$ cat config.mk
export PLATFORM = sky130hd
export DESIGN_NAME = dm_cpu_timer
export DESIGN_NICKNAME = d
export VERILOG_FILES = /design/src/rtl/dm_timer_pkg.sv /design/src/rtl/tmr_mode_edge.sv /design/src/rtl/tmr_count_core.sv /design/src/rtl/tmr_read_mux.sv /design/src/rtl/dm_cpu_timer.sv
export SDC_FILE = /design/constraint.sdc
export NUM_CORES = 1
export LEC_CHECK = 0
export ABC_AREA = 1
export BUFFER_PORTS_ARGS = -buffer_cell sky130_fd_sc_hd__buf_2
export CORE_ASPECT_RATIO = 1.1
export CORE_MARGIN = 3
export CORE_UTILIZATION = 65
export CTS_CLUSTER_DIAMETER = 120
export CTS_CLUSTER_SIZE = 10
export DETAILED_ROUTE_END_ITERATION = 6
export PLACE_DENSITY_LB_ADDON = 0.05
export SETUP_SLACK_MARGIN = 0.02
export SLEW_MARGIN = 20
export SYNTH_ARGS = -nofsm -noshare
export SYNTH_HDL_FRONTEND = slang
export SYNTH_SLANG_ARGS = --single-unit
export TNS_END_PERCENT = 20
$ cat constraint.sdc
create_clock -name clk -period 4.55 [get_ports clk]
set_input_delay 0.2275 -clock clk [delete_from_list [all_inputs] [get_ports clk]]
set_output_delay 0.2275 -clock clk [all_outputs]
set_load 0.01 [all_outputs]
$ cat src/rtl/dm_timer_pkg.sv
// Package: shared widths and register offsets of the dual-mode timer.
// Assumes a 32-bit word and a count that advances at bit FRAC_W.
package dm_timer_pkg;
    localparam int WORD_W = 32;
    localparam int FRAC_W = 9;
    localparam int SYS_W  = WORD_W - 1 - FRAC_W;   // counter-mode period bits
    localparam int HI_W   = WORD_W - 1;            // user upper half bits
    localparam int LO_W   = WORD_W - FRAC_W;       // user lower half bits
    localparam int CNT_W  = HI_W + LO_W;           // user period bits

    typedef enum logic [1:0] {
        OFS_LIM_HI  = 2'd0,
        OFS_CNT_LO  = 2'd1,
        OFS_LIM_NR  = 2'd2,
        OFS_STATUS  = 2'd3
    } ofs_e;
endpackage

$ cat src/rtl/tmr_mode_edge.sv
// Module: registers the mode input and flags its rising and falling edges.
// Assumes mode is synchronous to clk; reset value is counter mode.
module tmr_mode_edge (
    input  logic clk,
    input  logic rst_n,
    input  logic mode_in,
    output logic mode_q,
    output logic rise,
    output logic fall
);
    // Hold last cycle's mode.
    always_ff @(posedge clk) begin
        if (!rst_n) mode_q <= 1'b0;
        else        mode_q <= mode_in;
    end

    assign rise = mode_in & ~mode_q;
    assign fall = ~mode_in & mode_q;
endmodule

$ cat src/rtl/tmr_count_core.sv
// Module: period counter with clear, load and compare-to-terminal.
// Assumes clear beats load, and load beats advance, in one cycle. In the
// narrow mode only the low SW bits count and the upper bits are held at zero.
module tmr_count_core #(
    parameter int CW = 54,
    parameter int SW = 22
) (
    input  logic          clk,
    input  logic          rst_n,
    input  logic          wide,
    input  logic          adv,
    input  logic          clr,
    input  logic          load,
    input  logic [CW-1:0] load_val,
    input  logic [CW-1:0] term,
    output logic [CW-1:0] cnt,
    output logic          hit
);
    logic [CW-1:0] nxt;
    logic [SW-1:0] nxt_narrow;

    // Next value in the active width.
    always_comb begin
        nxt_narrow = cnt[SW-1:0] + 1'b1;
        if (wide) nxt = cnt + 1'b1;
        else      nxt = {{(CW-SW){1'b0}}, nxt_narrow};
    end

    assign hit = adv && !clr && !load && (nxt == term);

    // Count register update by priority.
    always_ff @(posedge clk) begin
        if (!rst_n)    cnt <= '0;
        else if (clr)  cnt <= '0;
        else if (load) cnt <= load_val;
        else if (hit)  cnt <= '0;
        else if (adv)  cnt <= nxt;
    end


    wrap_zero_chk: assert property (@(posedge clk) disable iff (!rst_n)
        hit |=> (cnt == '0));

    hold_chk: assert property (@(posedge clk) disable iff (!rst_n)
        (!adv && !clr && !load) |=> $stable(cnt));
endmodule

$ cat src/rtl/tmr_read_mux.sv
// Module: selects read data by offset and mode.
// Assumes inputs are the live register state; purely combinational.
module tmr_read_mux
    import dm_timer_pkg::*;
(
    input  logic [1:0]       addr,
    input  logic             user,
    input  logic             reached,
    input  logic             running,
    input  logic [SYS_W-1:0] limit,
    input  logic [CNT_W-1:0] cnt,
    output logic [WORD_W-1:0] rdata
);
    // Pick the word for this offset.
    always_comb begin
        rdata = '0;
        case (ofs_e'(addr))
            OFS_LIM_HI: rdata = user ? {reached, cnt[CNT_W-1:LO_W]}
                                     : {1'b0, limit, {FRAC_W{1'b0}}};
            OFS_CNT_LO: rdata = user ? {cnt[LO_W-1:0], {FRAC_W{1'b0}}}
                                     : {reached, cnt[SYS_W-1:0], {FRAC_W{1'b0}}};
            OFS_STATUS: rdata = {{(WORD_W-1){1'b0}}, running};
            default:    rdata = '0;
        endcase
    end
endmodule

$ cat src/rtl/dm_cpu_timer.sv
// Module: per-processor timer with counter mode and user mode.
// Assumes a single access per cycle; mode transitions override accesses.
module dm_cpu_timer
    import dm_timer_pkg::*;
(
    input  logic              clk,
    input  logic              rst_n,
    input  logic              tick,
    input  logic              user_mode,
    input  logic [1:0]        addr,
    input  logic              wr_en,
    input  logic              rd_en,
    input  logic [WORD_W-1:0] wdata,
    output logic [WORD_W-1:0] rdata,
    output logic              irq
);
    logic             mode_q, m_rise, m_fall, trans;
    logic             reached, running;
    logic [SYS_W-1:0] limit;
    logic [CNT_W-1:0] cnt, load_val, term;
    logic             hit, adv, clr, load;
    logic             wr_lim, wr_nr, wr_hi_u, wr_lo_u, wr_st_u, rd_lim;

    tmr_mode_edge u_edge (
        .clk(clk), .rst_n(rst_n), .mode_in(user_mode),
        .mode_q(mode_q), .rise(m_rise), .fall(m_fall)
    );

    assign trans   = m_rise | m_fall;
    assign wr_lim  = wr_en && !trans && !user_mode && addr == OFS_LIM_HI;
    assign wr_nr   = wr_en && !trans && !user_mode && addr == OFS_LIM_NR;
    assign wr_hi_u = wr_en && !trans &&  user_mode && addr == OFS_LIM_HI;
    assign wr_lo_u = wr_en && !trans &&  user_mode && addr == OFS_CNT_LO;
    assign wr_st_u = wr_en && !trans &&  user_mode && addr == OFS_STATUS;
    assign rd_lim  = rd_en && !trans && !user_mode && addr == OFS_LIM_HI;

    // Core controls and terminal period.
    always_comb begin
        clr  = m_fall | wr_lim;
        load = wr_hi_u | wr_lo_u;
        adv  = tick && !trans && (user_mode ? running : 1'b1);
        if (wr_hi_u) load_val = {wdata[HI_W-1:0], cnt[LO_W-1:0]};
        else         load_val = {cnt[CNT_W-1:LO_W], wdata[WORD_W-1:FRAC_W]};
        if (user_mode)        term = '1;
        else if (limit == '0) term = {{(CNT_W-SYS_W){1'b0}}, {SYS_W{1'b1}}};
        else                  term = {{(CNT_W-SYS_W){1'b0}}, limit};
    end

    tmr_count_core #(.CW(CNT_W), .SW(SYS_W)) u_core (
        .clk(clk), .rst_n(rst_n), .wide(user_mode), .adv(adv), .clr(clr),
        .load(load), .load_val(load_val), .term(term), .cnt(cnt), .hit(hit)
    );

    // Limit register.
    always_ff @(posedge clk) begin
        if (!rst_n)               limit <= '0;
        else if (m_fall)          limit <= '0;
        else if (wr_lim || wr_nr) limit <= wdata[WORD_W-2:FRAC_W];
    end

    // Running state.
    always_ff @(posedge clk) begin
        if (!rst_n)       running <= 1'b1;
        else if (m_rise)  running <= 1'b0;
        else if (m_fall)  running <= 1'b1;
        else if (wr_st_u) running <= wdata[0];
    end

    // Reached flag and interrupt.
    always_ff @(posedge clk) begin
        if (!rst_n) begin
            reached <= 1'b0;
            irq     <= 1'b0;
        end else if (m_rise) begin
            reached <= 1'b0;
            irq     <= 1'b0;
        end else if (hit) begin
            reached <= 1'b1;
            irq     <= !user_mode;
        end else begin
            if (rd_lim)          reached <= 1'b0;
            if (rd_lim || wr_lim) irq    <= 1'b0;
        end
    end

    tmr_read_mux u_rmux (
        .addr(addr), .user(user_mode), .reached(reached), .running(running),
        .limit(limit), .cnt(cnt), .rdata(rdata)
    );


    enter_user_chk: assert property (@(posedge clk) disable iff (!rst_n)
        $rose(mode_q) |-> (!running && !irq && !reached));

    leave_user_chk: assert property (@(posedge clk) disable iff (!rst_n)
        $fell(mode_q) |-> (running && limit == '0));

    user_no_irq_chk: assert property (@(posedge clk) disable iff (!rst_n)
        mode_q |-> !irq);

    rd_clear_chk: assert property (@(posedge clk) disable iff (!rst_n)
        (rd_lim && !hit) |=> (!irq && !reached));

    irq_cause_chk: assert property (@(posedge clk) disable iff (!rst_n)
        $rose(irq) |-> reached);
endmodule

==> results.md <==
* Hold Vio Cnt, Final at 0
* First drt pass iteration count at 7
* CP required at between 4000 and 5000 ps
* Max Fclk at 0.275 GHz
* Crit. Startpoint: u_core.cnt[0]
* Hold depth at 2
* Share of cells above drive strength 1 at 0.134
* Final setup viols at 0
* Max clock buf depth at 2
* Num ports at 73
* Root Buffer: clkbuf_16
* Final worst path period need at 3640 ps
* Post-CTS Setup Inserts at 0
* Crit-path leading delay family: simple AND/OR/NAND/NOR gates
* RSZ-0062 raised after global routing: no
* Num rows at 39
* M1 GR Usage at 0.560
* Die area at between 10000 and 15000 um2
* CP Max Fanout at between 40 and 50
* Fin. max-slew vios at 0
* Number of flops mapped to enable cells by yosys at 0
* Reg-to-Reg Start: u_core.cnt[0]
* Initial Util at 0.673
* Critical path, cell by cell: ha_1 > inv_2 > nor2_4 > nand3_1 > inv_2 > nand3b_1 > o21ai_1 > nand2_1 > nor2_1 > nand3_1 > nor2_1 > nand2_2 > buf_4 > nand3_1 > a21oi_1
* Post-Synthesis Cell Area at around 7100 um2
* Hold WS at roughly 140 ps
* Port-buffer cells at just over 70
* Sequential area share after synthesis at 0.226
* Peak VDD IR at 151 uV
* Failing checks: design-rule violations
* DP HPWL at 20.5 mm
* Met2 Use GR at 0.701
* TritonCTS Sinks at 80
* Vias in the first global route at just over 8000
* Antenna Violating Nets Remaining at 0
* Critical Path AT at between 3000 and 4000 ps
* Setup slack, reg-to-reg at between 900 and 1000 ps
* Die height at 116 um
* Reg2Reg Depth at 15
* Buf/Inv on CP at 3
* Layout area overhead at 9.60%
* Tightest Pin Transition at between 1000 and 1500 ps
* Predominant post-synthesis flop cell: dfxtp_1
* Final routed DRC violation total at 1
* Slew headroom at 0.320
* Status: complete, but fails checks
* Endpoint type of the worst setup path: flip-flop
* Largest net degree at the start of global routing at between 50 and 60
* Synth Instances at 1260
* Syn nets at 1303
* Leak at between 2 and 3 nW
* Core box area at approximately 11000 um2
* Pwr Density at 238 nW/um2
* Post-CTS Resized at 0
* Slowest CP cell: buf_4
* Final wirelength at between 20 and 30 mm
* GRT busiest layer: met2
* # H-tree levels at 3
* Met3 global-route usage at 0.0964
* Ys async rst share at 0
* Gr ovfl total at 0
* Routed len/inst at approximately 19 um
* Routed via count at a little under 9000
* Synthesized flop and latch total at 80
* Max-cap violations at 0
* R2r endpoint: u_core.cnt[50]
* Post-route cell area at slightly below 8000 um2
* Inserted Diodes at 0
* Nature of the critical path startpoint: flip-flop
* # nets final at 1345
* WP depth at 15
* Cts hold-fix bufs at 0
* Setup_tns at 0 ps
* First-pass GRT wire length at 42.5 mm
* Synthesized area per cell at 5.63 um2
* Worst Clk Skew at between 6 and 7 ps
* Setup CP Type: flip-flop to flip-flop
* Placer congestion estimate at between 1 and 1.5
* Clk Latency, worst-skew pair at 350 ps
* Tcrit/Tclk final at 0.800
* Antenna violations before repair at 0
* Distinct cells, synth at 32
* Clock Pin Slew Worst Setup and Hold Paths at approximately 60 ps
* Die span in x at ~110 um
* CTS tree: yes
* Iteration-0 DRC Markers at 1262
* Critical Path Max Stage Delay at ~460 ps
* CTS buffer count at 9
* Hold Path Class: input pin to flip-flop
* Worst setup path endpoint: u_core.cnt[50]
* All-Layer GR Usage at 0.444
* Most frequent CP cell: nand3_1
* Area post-placement at around 7500 um2
* DR vias/cell at 6.14
* Yosys warns at 0
cell usage in the layout, fill, tap and decap left out, drive strengths merged, types with 2 or more instances in the layout:
cell type | netlist | layout
inv | 180 | 180
clkinv | 1 | 3
ha | 3 | 3
o22ai | 66 | 66
nand2 | 326 | 326
o21ai | 68 | 68
clkbuf | 34 | 11
nand3 | 129 | 129
dfxtp | 80 | 80
buf | 18 | 83
nor2 | 233 | 233
nand3b | 3 | 3
a21oi | 84 | 84
nand4 | 23 | 23
clkinvlp | 0 | 2
xor2 | 5 | 5
cell type report:
cell class,count,area (um2)
repair buffers,83,443
fillers,976,2770
inverters,181,679
clock inverters,5,55.1
flip-flops and latches,80,1600
multi-input cells,947,4560
well taps,143,179
clock buffers,11,253
registers in the layout, summed over array words and instances, names as in the netlist:
register / flops
u_core.cnt: 54
reached: 1
u_edge.mode_q: 1
running: 1
irq: 1
limit: 22
kinds of logic (layout without fill, tap and decap cells):
group	Yosys count	after routing	synth area share
xor+xnor	5	5	0.00617
simple gates	716	716	0.456
compound gates	223	223	0.172
fa+ha+maj	3	3	0.00529
flops	80	80	0.226
buf+inv	233	280	0.134
how the worst min path moves through the flow:
stage                     startpoint        end  slack, ps
after CTS                      rst_n    running        120
after detailed placement       rst_n    running        480
after global routing           rst_n    running        150
after global placement     limit[19]  limit[19]        480
final                          rst_n    running        140
after floorplan                rst_n    running        310
Yosys cell counts, types with 2 or more instances:
library cell,count,area share
a21oi_1,84,0.059
nand3_1,89,0.063
buf_2,6,0.0042
o22ai_1,66,0.058
o21ai_1,5,0.0035
nand3b_1,3,0.0032
nand3_2,40,0.056
nand2_1,319,0.17
o21ai_0,63,0.044
nand4_1,23,0.020
nor2_4,10,0.016
ha_1,3,0.0053
xor2_1,5,0.0062
dfxtp_1,80,0.23
buf_6,9,0.014
clkbuf_1,34,0.018
inv_2,8,0.0042
nor2_2,6,0.0053
buf_1,2,0.0011
inv_1,172,0.091
nand2_2,6,0.0053
nor2_1,217,0.11
layer usage:
layer | wire length [um] | vias up
li1 | - | 4159
met4 | 1590 | 0
met1 | 10200 | 3957
met2 | 12100 | 648
met3 | 3420 | 140
met5 | 0 | -
power by group:
part	switching, mW	total (mW)	internal, mW
clock network	0.325	0.779	0.454
logic	0.243	0.337	0.0935
registers	0.0167	0.732	0.715
stage by stage:
step | std cells | total power, mW | setup WS [ps] | util
2_1_floorplan | 1260 | 0.956 | 1770 | -
3_3_place_gp | 1434 | 1.06 | 953 | 0.708
3_5_place_dp | 1434 | 1.07 | 866 | 0.708
4_1_cts | 1450 | 1.82 | 974 | 0.737
5_1_grt | 1450 | 1.89 | 657 | 0.738
6_report | 1450 | 1.85 | 911 | 0.738
Note: power is estimated with default switching activity, not from simulation.
